<file path="src/rtl/gcd_engine_pkg.sv">
package gcd_engine_pkg;

  typedef enum logic [2:0] {
    ST_IDLE   = 3'd0,
    ST_COMMON = 3'd1,
    ST_ODD_U  = 3'd2,
    ST_ODD_V  = 3'd3,
    ST_STEP   = 3'd4,
    ST_FINISH = 3'd5
  } gcd_state_e;

  typedef enum logic [2:0] {
    OP_HOLD  = 3'd0,
    OP_LOAD  = 3'd1,
    OP_HALVE = 3'd2,
    OP_HALVE_U = 3'd3,
    OP_HALVE_V = 3'd4,
    OP_STEP  = 3'd5
  } gcd_op_e;

endpackage

</file>
<file path="src/rtl/gcd_engine_fsm.sv">
module gcd_engine_fsm
  import gcd_engine_pkg::*;
#(
  parameter int unsigned W = 32
) (
  input  logic         clk_i,
  input  logic         rst_ni,
  input  logic         start_i,
  input  logic [W-1:0] u_i,
  input  logic [W-1:0] v_i,
  input  logic         u_odd_i,
  input  logic         v_odd_i,
  input  logic         ops_equal_i,
  output gcd_op_e      op_o,
  output logic         finish_o
);

  gcd_state_e state_q, state_d;
  logic       any_zero;

  assign any_zero = (u_i == '0) || (v_i == '0);

  always_comb begin
    state_d  = state_q;
    op_o     = OP_HOLD;
    finish_o = 1'b0;
    unique case (state_q)
      ST_IDLE: begin
        if (start_i) begin
          op_o    = OP_LOAD;
          state_d = any_zero ? ST_FINISH : ST_COMMON;
        end
      end
      ST_COMMON: begin
        if (!u_odd_i && !v_odd_i) op_o = OP_HALVE;
        else                      state_d = ST_ODD_U;
      end
      ST_ODD_U: begin
        if (!u_odd_i) op_o = OP_HALVE_U;
        else          state_d = ST_ODD_V;
      end
      ST_ODD_V: begin
        if (!v_odd_i) op_o = OP_HALVE_V;
        else          state_d = ST_STEP;
      end
      ST_STEP: begin
        op_o    = OP_STEP;
        state_d = ops_equal_i ? ST_FINISH : ST_ODD_V;
      end
      ST_FINISH: begin
        finish_o = 1'b1;
        state_d  = ST_IDLE;
      end
      default: state_d = ST_IDLE;
    endcase
  end

  always_ff @(posedge clk_i or negedge rst_ni) begin
    if (!rst_ni) state_q <= ST_IDLE;
    else         state_q <= state_d;
  end

  // both operands odd whenever a subtract step runs
  a_r4_odd_before_step: assert property (@(posedge clk_i) disable iff (!rst_ni)
    (state_q == ST_STEP) |-> (u_odd_i && v_odd_i));

  // zero operand skips straight to completion
  a_r2_zero_shortcut: assert property (@(posedge clk_i) disable iff (!rst_ni)
    (state_q == ST_IDLE && start_i && any_zero) |=> (state_q == ST_FINISH));

  // a busy engine only returns to idle through finish
  a_r7_no_restart: assert property (@(posedge clk_i) disable iff (!rst_ni)
    (state_q != ST_IDLE && state_q != ST_FINISH) |=> (state_q != ST_IDLE));

endmodule

</file>
<file path="src/rtl/gcd_engine_dp.sv">
module gcd_engine_dp
  import gcd_engine_pkg::*;
#(
  parameter int unsigned W = 32
) (
  input  logic         clk_i,
  input  logic         rst_ni,
  input  gcd_op_e      op_i,
  input  logic [W-1:0] u_i,
  input  logic [W-1:0] v_i,
  output logic         u_odd_o,
  output logic         v_odd_o,
  output logic         ops_equal_o,
  output logic [W-1:0] combined_o,
  output logic [$clog2(W)-1:0] shift_o
);

  localparam int unsigned SW = $clog2(W);

  logic [W-1:0]  u_q, v_q;
  logic [SW-1:0] sh_q;
  logic          u_le_v;
  logic [W-1:0]  lo, hi;

  assign u_le_v      = (u_q <= v_q);
  assign lo          = u_le_v ? u_q : v_q;
  assign hi          = u_le_v ? v_q : u_q;
  assign u_odd_o     = u_q[0];
  assign v_odd_o     = v_q[0];
  assign ops_equal_o = (u_q == v_q);
  // v is zero after the loop, so this is u; with a zero operand it is u|v
  assign combined_o  = u_q | v_q;
  assign shift_o     = sh_q;

  always_ff @(posedge clk_i or negedge rst_ni) begin
    if (!rst_ni) begin
      u_q  <= '0;
      v_q  <= '0;
      sh_q <= '0;
    end else begin
      unique case (op_i)
        OP_LOAD: begin
          u_q  <= u_i;
          v_q  <= v_i;
          sh_q <= '0;
        end
        OP_HALVE: begin
          u_q  <= u_q >> 1;
          v_q  <= v_q >> 1;
          sh_q <= sh_q + 1'b1;
        end
        OP_HALVE_U: u_q <= u_q >> 1;
        OP_HALVE_V: v_q <= v_q >> 1;
        OP_STEP: begin
          u_q <= lo;
          v_q <= (hi - lo) >> 1;
        end
        default: ;
      endcase
    end
  end

  // common shift count never wraps
  a_r3_shift_bound: assert property (@(posedge clk_i) disable iff (!rst_ni)
    (op_i == OP_HALVE) |-> (sh_q != {SW{1'b1}}));

  // the kept operand never grows during a step
  a_r4_min_kept: assert property (@(posedge clk_i) disable iff (!rst_ni)
    (op_i == OP_STEP) |=> (u_q <= $past(u_q)));

endmodule

</file>
<file path="src/rtl/gcd_engine_out.sv">
module gcd_engine_out #(
  parameter int unsigned W = 32
) (
  input  logic                 clk_i,
  input  logic                 rst_ni,
  input  logic                 finish_i,
  input  logic [W-1:0]         odd_part_i,
  input  logic [$clog2(W)-1:0] shift_i,
  output logic                 done_o,
  output logic [W-1:0]         result_o
);

  always_ff @(posedge clk_i or negedge rst_ni) begin
    if (!rst_ni) begin
      done_o   <= 1'b0;
      result_o <= '0;
    end else begin
      done_o <= finish_i;
      if (finish_i) result_o <= odd_part_i << shift_i;
    end
  end

  a_r6_done_pulse: assert property (@(posedge clk_i) disable iff (!rst_ni)
    done_o |=> !done_o);

  a_r8_result_hold: assert property (@(posedge clk_i) disable iff (!rst_ni)
    !done_o |-> $stable(result_o));

endmodule

</file>
<file path="src/rtl/gcd_engine.sv">
module gcd_engine
  import gcd_engine_pkg::*;
#(
  parameter int unsigned W = 32
) (
  input  logic         clk_i,
  input  logic         rst_ni,
  input  logic         start_i,
  input  logic [W-1:0] u_i,
  input  logic [W-1:0] v_i,
  output logic         done_o,
  output logic [W-1:0] result_o
);

  localparam int unsigned SW = $clog2(W);

  gcd_op_e       op;
  logic          finish, u_odd, v_odd, ops_equal;
  logic [W-1:0]  combined;
  logic [SW-1:0] shift;

  gcd_engine_fsm #(.W(W)) u_fsm (
    .clk_i       (clk_i),
    .rst_ni      (rst_ni),
    .start_i     (start_i),
    .u_i         (u_i),
    .v_i         (v_i),
    .u_odd_i     (u_odd),
    .v_odd_i     (v_odd),
    .ops_equal_i (ops_equal),
    .op_o        (op),
    .finish_o    (finish)
  );

  gcd_engine_dp #(.W(W)) u_dp (
    .clk_i       (clk_i),
    .rst_ni      (rst_ni),
    .op_i        (op),
    .u_i         (u_i),
    .v_i         (v_i),
    .u_odd_o     (u_odd),
    .v_odd_o     (v_odd),
    .ops_equal_o (ops_equal),
    .combined_o  (combined),
    .shift_o     (shift)
  );

  gcd_engine_out #(.W(W)) u_out (
    .clk_i      (clk_i),
    .rst_ni     (rst_ni),
    .finish_i   (finish),
    .odd_part_i (combined),
    .shift_i    (shift),
    .done_o     (done_o),
    .result_o   (result_o)
  );

endmodule

</file>
<file path="config.mk">
export PLATFORM = sky130hd
export DESIGN_NAME = gcd_engine
export DESIGN_NICKNAME = d
export VERILOG_FILES = /design/src/rtl/gcd_engine_pkg.sv /design/src/rtl/gcd_engine_fsm.sv /design/src/rtl/gcd_engine_dp.sv /design/src/rtl/gcd_engine_out.sv /design/src/rtl/gcd_engine.sv
export SDC_FILE = /design/constraint.sdc
export NUM_CORES = 1
export LEC_CHECK = 0
export CORE_ASPECT_RATIO = 2
export CORE_UTILIZATION = 55
export CTS_CLUSTER_DIAMETER = 50
export DETAILED_ROUTE_END_ITERATION = 10
export DONT_BUFFER_PORTS = 1
export GPL_TIMING_DRIVEN = 0
export PLACE_DENSITY = 0.7
export RECOVER_POWER = 50
export SYNTH_ARGS = -nofsm -noshare
export SYNTH_HDL_FRONTEND = slang
export SYNTH_SLANG_ARGS = --single-unit
</file>
<file path="constraint.sdc">
create_clock -name clk_i -period 5.8 [get_ports clk_i]
set_input_delay 1.16 -clock clk_i [delete_from_list [all_inputs] [get_ports clk_i]]
set_output_delay 1.16 -clock clk_i [all_outputs]
set_load 0.005 [all_outputs]
</file>
After elaboration in Yosys (flattened, before gate mapping)
Index checks and enable logic that the tools add are counted.

Register bits after elaboration: 105. Input bits: 67.

Add/sub/neg operators: 2. Magnitude comparators: 1. Equality and inequality tests: 15. Shift-type cells: 1. Muxes and demuxes: 18. Bitwise logic cells: 1. Reductions and logical operators: 13.

Operators by type and width (count): case mux 32 bit (3 select lines) (2); zero test 32 bit (2); two-way mux 32 bit (2); equality test 32 bit (1); less-or-equal comparator 32 bit (1); OR 32 bit (1); << shifter 32 x 5 -> 32 bit (1); subtractor 32 bit (1); case mux 3 bit (5 select lines) (2); two-way mux 3 bit (7); equality test 3 x 2 -> 1 bit, second input constant (4); equality test 3 bit, second input constant (4); case mux 5 bit (2 select lines) (1); equality test 3 x 1 -> 1 bit, second input constant (2); nonzero test 3 bit (2); adder 5 x 1 -> 5 bit, second input constant (1); two-way mux 2 bit (2); != test 2 x 1 -> 1 bit, second input constant (2); != test 2 bit, second input constant (2); AND reduction 4 bit (1); OR reduction 2 bit (2); zero test 3 bit (1); zero test 1 bit (2); two-way mux 1 bit (2); other kinds (3) (3).

Depth between registers and ports, before layout
Depth after elaboration: 7. Gate-level depth with buffers: 21.

Modules after synthesis
Synthesis repeated with hierarchy kept, for this count alone.

Cell total of the unflattened synthesis: 1378. Area, all modules: 11129.4 sq um.

Modules (own cells, without submodules): gcd_engine_dp (times used 1, cells an instance 1056, area each 7624.8 sq um); gcd_engine_out (times used 1, cells an instance 270, area each 3139.3 sq um); gcd_engine_fsm (times used 1, cells an instance 52, area each 365.4 sq um).

Least setup slack after synthesis
OpenSTA, ideal clock, no wires.

Kind: reg-to-reg. From: register u_dp.u_q[2]. To: register u_dp.v_q[23]. Arrival: 4357 ps. Path slack: 1317 ps. Cell stages (with the launch flop): 21. Buffers on the path: 4. Period minus slack after synthesis: 4483 ps. Path through: dfrtp_1 -> clkbuf_1 -> inv_1 -> ha_1 -> nor4_4 -> a2111oi_2 -> a211oi_2 -> o31a_1 -> buf_6 -> a21oi_4 -> buf_2 -> buf_4 -> mux2i_1 -> ha_1 -> a311o_1 -> o211ai_1 -> a31oi_1 -> a211o_1 -> a31o_2 -> xnor2_1 -> a221o_1.

Longest elaborated chain between the ends: 4. Elaborated cells on any way between the ends: 5. Classes of those cells: 1 x add/sub; 1 x order compare; 3 x mux.

Ends and longest elaborated chain: start, declared (line gcd_engine_dp.sv:20) `logic [W-1:0] u_q, v_q;`; start signal, assigned (line gcd_engine_dp.sv:43) `u_q <= u_i;`; start signal, assigned (line gcd_engine_dp.sv:48) `u_q <= u_q >> 1;`; start signal, assigned (line gcd_engine_dp.sv:52) `OP_HALVE_U: u_q <= u_q >> 1;`; less-or-equal comparator 32 bit (line gcd_engine_dp.sv:25) `assign u_le_v = (u_q <= v_q);`; two-way mux 32 bit, on equally long branches (line gcd_engine_dp.sv:27, gcd_engine_dp.sv:26); subtractor 32 bit * (line gcd_engine_dp.sv:56) `v_q <= (hi - lo) >> 1;`; case mux 32 bit (3 select lines) * (line gcd_engine_dp.sv:41) `unique case (op_i)`; end signal, assigned (line gcd_engine_dp.sv:44) `v_q <= v_i;`; end signal, assigned (line gcd_engine_dp.sv:49) `v_q <= v_q >> 1;`; end signal, assigned (line gcd_engine_dp.sv:56); end, declared (line gcd_engine_dp.sv:20).

Every way passes the cells marked *; elsewhere a longest branch is shown, timed or not. A chain may end at the register's enable or synchronous reset.

Final worst setup path
From: register u_dp.v_q[7]. To: register u_dp.v_q[23].

Longest elaborated chain between the ends: 4. Elaborated cells on any way between the ends: 5. Classes of those cells: 1 x add/sub; 1 x order compare; 3 x mux.

Ends and longest elaborated chain: start signal, assigned (line gcd_engine_dp.sv:44); start signal, assigned (line gcd_engine_dp.sv:49); start signal, assigned (line gcd_engine_dp.sv:53) `OP_HALVE_V: v_q <= v_q >> 1;`; less-or-equal comparator 32 bit (line gcd_engine_dp.sv:25); two-way mux 32 bit, on equally long branches (line gcd_engine_dp.sv:27, gcd_engine_dp.sv:26); subtractor 32 bit * (line gcd_engine_dp.sv:56); case mux 32 bit (3 select lines) * (line gcd_engine_dp.sv:41).

Marked as above.

==> metrics.md <==
| Metric | Value |
|---|---|
| Num CTS Buffers | 9 |
| Drt first pass iters | 6 |
| Post-Synth Adder-Cell Area | 8.045% |
| Worst Path Buf+Inv | 4 |
| DR WL/cell | 27.44 µm |
| Critical-path top delay cell | or3_1 |
| Most frequent CP cell | ha_1 |
| Prevailing post-synth register cell | dfrtp_1 |
| Tmin final | 5560 ps |
| Clock Path Buffers | 2 |
| CP endpoint kind | flop |
| Htree depth | 3 |
| First-pass GRT wire length | between 60,000 and 70,000 µm |
| Worst-margin pin slew | 1103 ps |
| Layout area overhead | 5.607% |
| Vias in the first global route | 11.20k |
| Chip height | 195.2 µm |
| Crit share post-route | a little over nine tenths |
| CP required | 6040 ps |
| R2R Setup Slk | 240 ps |
| Worst min path class | primary input to async pin |
| Synth Area in Compound Gates | 29.72% |
| Share of layout cells above drive strength 1 | 7.057% |
| HPWL after DPL | 33,170 µm |
| Post-synth EDFFs | 0 |
| Max stage delay on crit path | 530 ps |
| NumNets Final | 1,460 |
| Final setup vio count | 0 |
| DR vias/cell | 7.088 |
| Worst path arrival time | 5800 ps |
| Worst-Skew Late Latency | 370 ps |
| Hold_buf cts | 0 |
| Ys Warns | 0 |
| Vias post-DR | around 11k |
| # port buffers | 0 |
| Synth Area per Inst | a little under 8 µm² |
| Status | finished, final reports clean |
| RSZ-0062 raised after global routing | false |
| Met1 wire length | about 13,000 µm |
| Largest net degree at the start of global routing | 106 |
| Mapped Area | just over 10,000 µm² |
| Highest Clock Rate | 179.9 MHz |
| Xor and xnor area share after synthesis | roughly 2.2% |
| Post-Synth Simple-Gate Area | 17.94% |
| Kind of cell adding the most delay to the critical path | compound AO/OA/AOI/OAI gates |
| Seq/Total Area, Yosys | 25.60% |
| Max Cap Violations | 0 |
| Mux cell area share after synthesis | 9.520% |
| Max-slew headroom | between 20% and 30% |
| DRT Wirelength | between 40,000 and 50,000 µm |
| Commonest non-fill, non-tap cell in the layout | a21oi_1 |
| Final Hold Fails | 0 |
| Setup TNS Final | 0 ps |
| Rows | 70 |
| Post-Syn Instances | 1,315 |
| Initial antenna violation count | 2 |
| Async SR Flop Fraction | 100.0% |
| Initial Utilization | around 56% |
| CP max FO | 10 |
| Worst-path clk slew | 80 ps |
| Register bit total from synthesis | 105 |
| Top Metal Used | met4 |
| DRC Markers | 0 |
| Commonest non-fill, non-tap cells in the layout | a21oi_1 (164), nor2_1 (139), o21ai_0 (116), dfrtp_1 (105), nand2_1 (102) |
| I/O pin count | 100 |
| Library cells used by synthesis | 78 |
| Mapped Nets | ~1.4k |
| Clock Sink Count | 105 |
| GRT overflow | 0 |
| Gpl congestion | 1.110 |
| Die width | 98.60 µm |
| Post-route core utilization | between 50% and 60% |
| Startpoint Class | flop |
| CTS tree | built |
| Met3 WL | 4068 µm |
| DIE AREA | 19,250 µm² |
| Root buf cell | clkbuf_16 |
| Starting DRT DRC Count | 1,138 |
| Final Slew Violations | 0 |
| Critical-path cell list | inv_1, ha_1, clkbuf_1, nor4_2, nand4_1, or3_1, a21oi_4, buf_2, buf_4, mux2i_1, ha_1, a311o_1, o211ai_1, a31oi_1, a211o_1, a31o_2, xnor2_1, a221o_1 |
| Worst Clk Skew | 10.71 ps |
| Core region area | 18,310 µm² |
| Gr usage total | 45.02% |
| Main combinational cell family by area after synthesis | compound AO/OA/AOI/OAI gates |
| Final ANT Viol Nets | 0 |
| Routed length on met2 | 20,540 µm |
| CP Class | flop to flop |
-- metal layers --
metal	up-vias	track usage [%]
met5	-	0.2653
met4	0	45.72
met3	292	13.39
met2	699	75.95
met1	5161	41.70
li1	4828	-
-- path summary, 6_finish.rpt --
check	from	cells after the start	endpoint
max	u_dp.v_q[7]	18	u_dp.v_q[23]
max in group asynchronous	rst_ni	0	u_dp.u_q[27]
min	rst_ni	0	u_dp.v_q[4]
min in group clk_i	u_out.result_o[26]	2	u_out.result_o[26]
min reg2reg	u_out.result_o[26]	2	u_out.result_o[26]
max reg2reg	u_dp.v_q[7]	18	u_dp.v_q[23]
-- cell type report --
cell class	instances	area, µm²
fill	1740	7465
multi-input combinational	1035	6932
sequential	105	2628
buffer	94	410.4
inverter	80	300.3
tap	216	270.3
clock buffer	9	225.2
clock inverter	7	57.56
timing repair buffer	2	15.01
antenna	1	2.502
-- registers in the layout, summed over array words and instances, names as in the netlist --
name            cells
u_out.done_o        1
u_out.result_o     32
u_dp.v_q           32
u_dp.shift_o        5
u_dp.u_q           32
u_fsm.state_q       3
-- Yosys cell counts, types with 6 or more instances --
library cell  count  area [µm²]
nor4_1           24       150.1
nand2b_1         15       93.84
a22oi_1          15       112.6
o221ai_1          7       61.31
a31oi_1           9       56.30
a221oi_1          6       52.55
o31ai_1          14       105.1
mux2i_1          41       410.4
o21ai_0         116       580.6
mux4_2           17       382.9
buf_1             8       30.03
xor2_1            8       70.07
nor2_1          139       521.8
o21a_1           24       180.2
a22o_1           13       113.9
buf_2            13       65.06
a221o_1           6       60.06
a21oi_1         164       820.8
nand2_1         102       382.9
xnor2_1          18       157.7
nand3_1          16       80.08
clkbuf_1         68       255.2
o211ai_1         15       112.6
a211oi_1         23       172.7
inv_1            79       296.5
mux2_2           15       168.9
ha_1             66       825.8
dfrtp_1         105        2628
or4_1             6       45.04
o21ai_1           8       40.04
o21bai_1          6       45.04
o22ai_1          23       143.9
a222oi_1          6       60.06
nor2b_1          21       131.4
nor3_1           15       75.07
-- what timing repair did --
action	4_1_cts	5_1_grt
resized for setup	0	1
hold endpoints to repair	0	0
buffers inserted	0	2
setup endpoints to repair	0	8
-- kinds of logic after synthesis --
group | count (synthesis)
multiplexers | 74
AO/OA/AOI/OAI | 489
AND/OR/NAND/NOR | 380
XOR/XNOR | 26
flip-flops | 105
buffers and inverters | 175
adder cells (fa/ha/maj) | 66
-- metrics by stage --
stage	instances	setup slack [ps]	instance area (µm²)	hold slack, ps
floorplan	1315	1317	10260	472.6
detailed placement	1531	128.2	10540	494.2
global placement	1531	138.2	10540	486.8
CTS	1547	125.9	10820	474.5
global route	1548	61.22	10840	477.1
finish	1549	240.2	10840	481.4
Power is not shown: default switching activity piles up to over one toggle a cycle in this logic, so the estimate is an artifact.
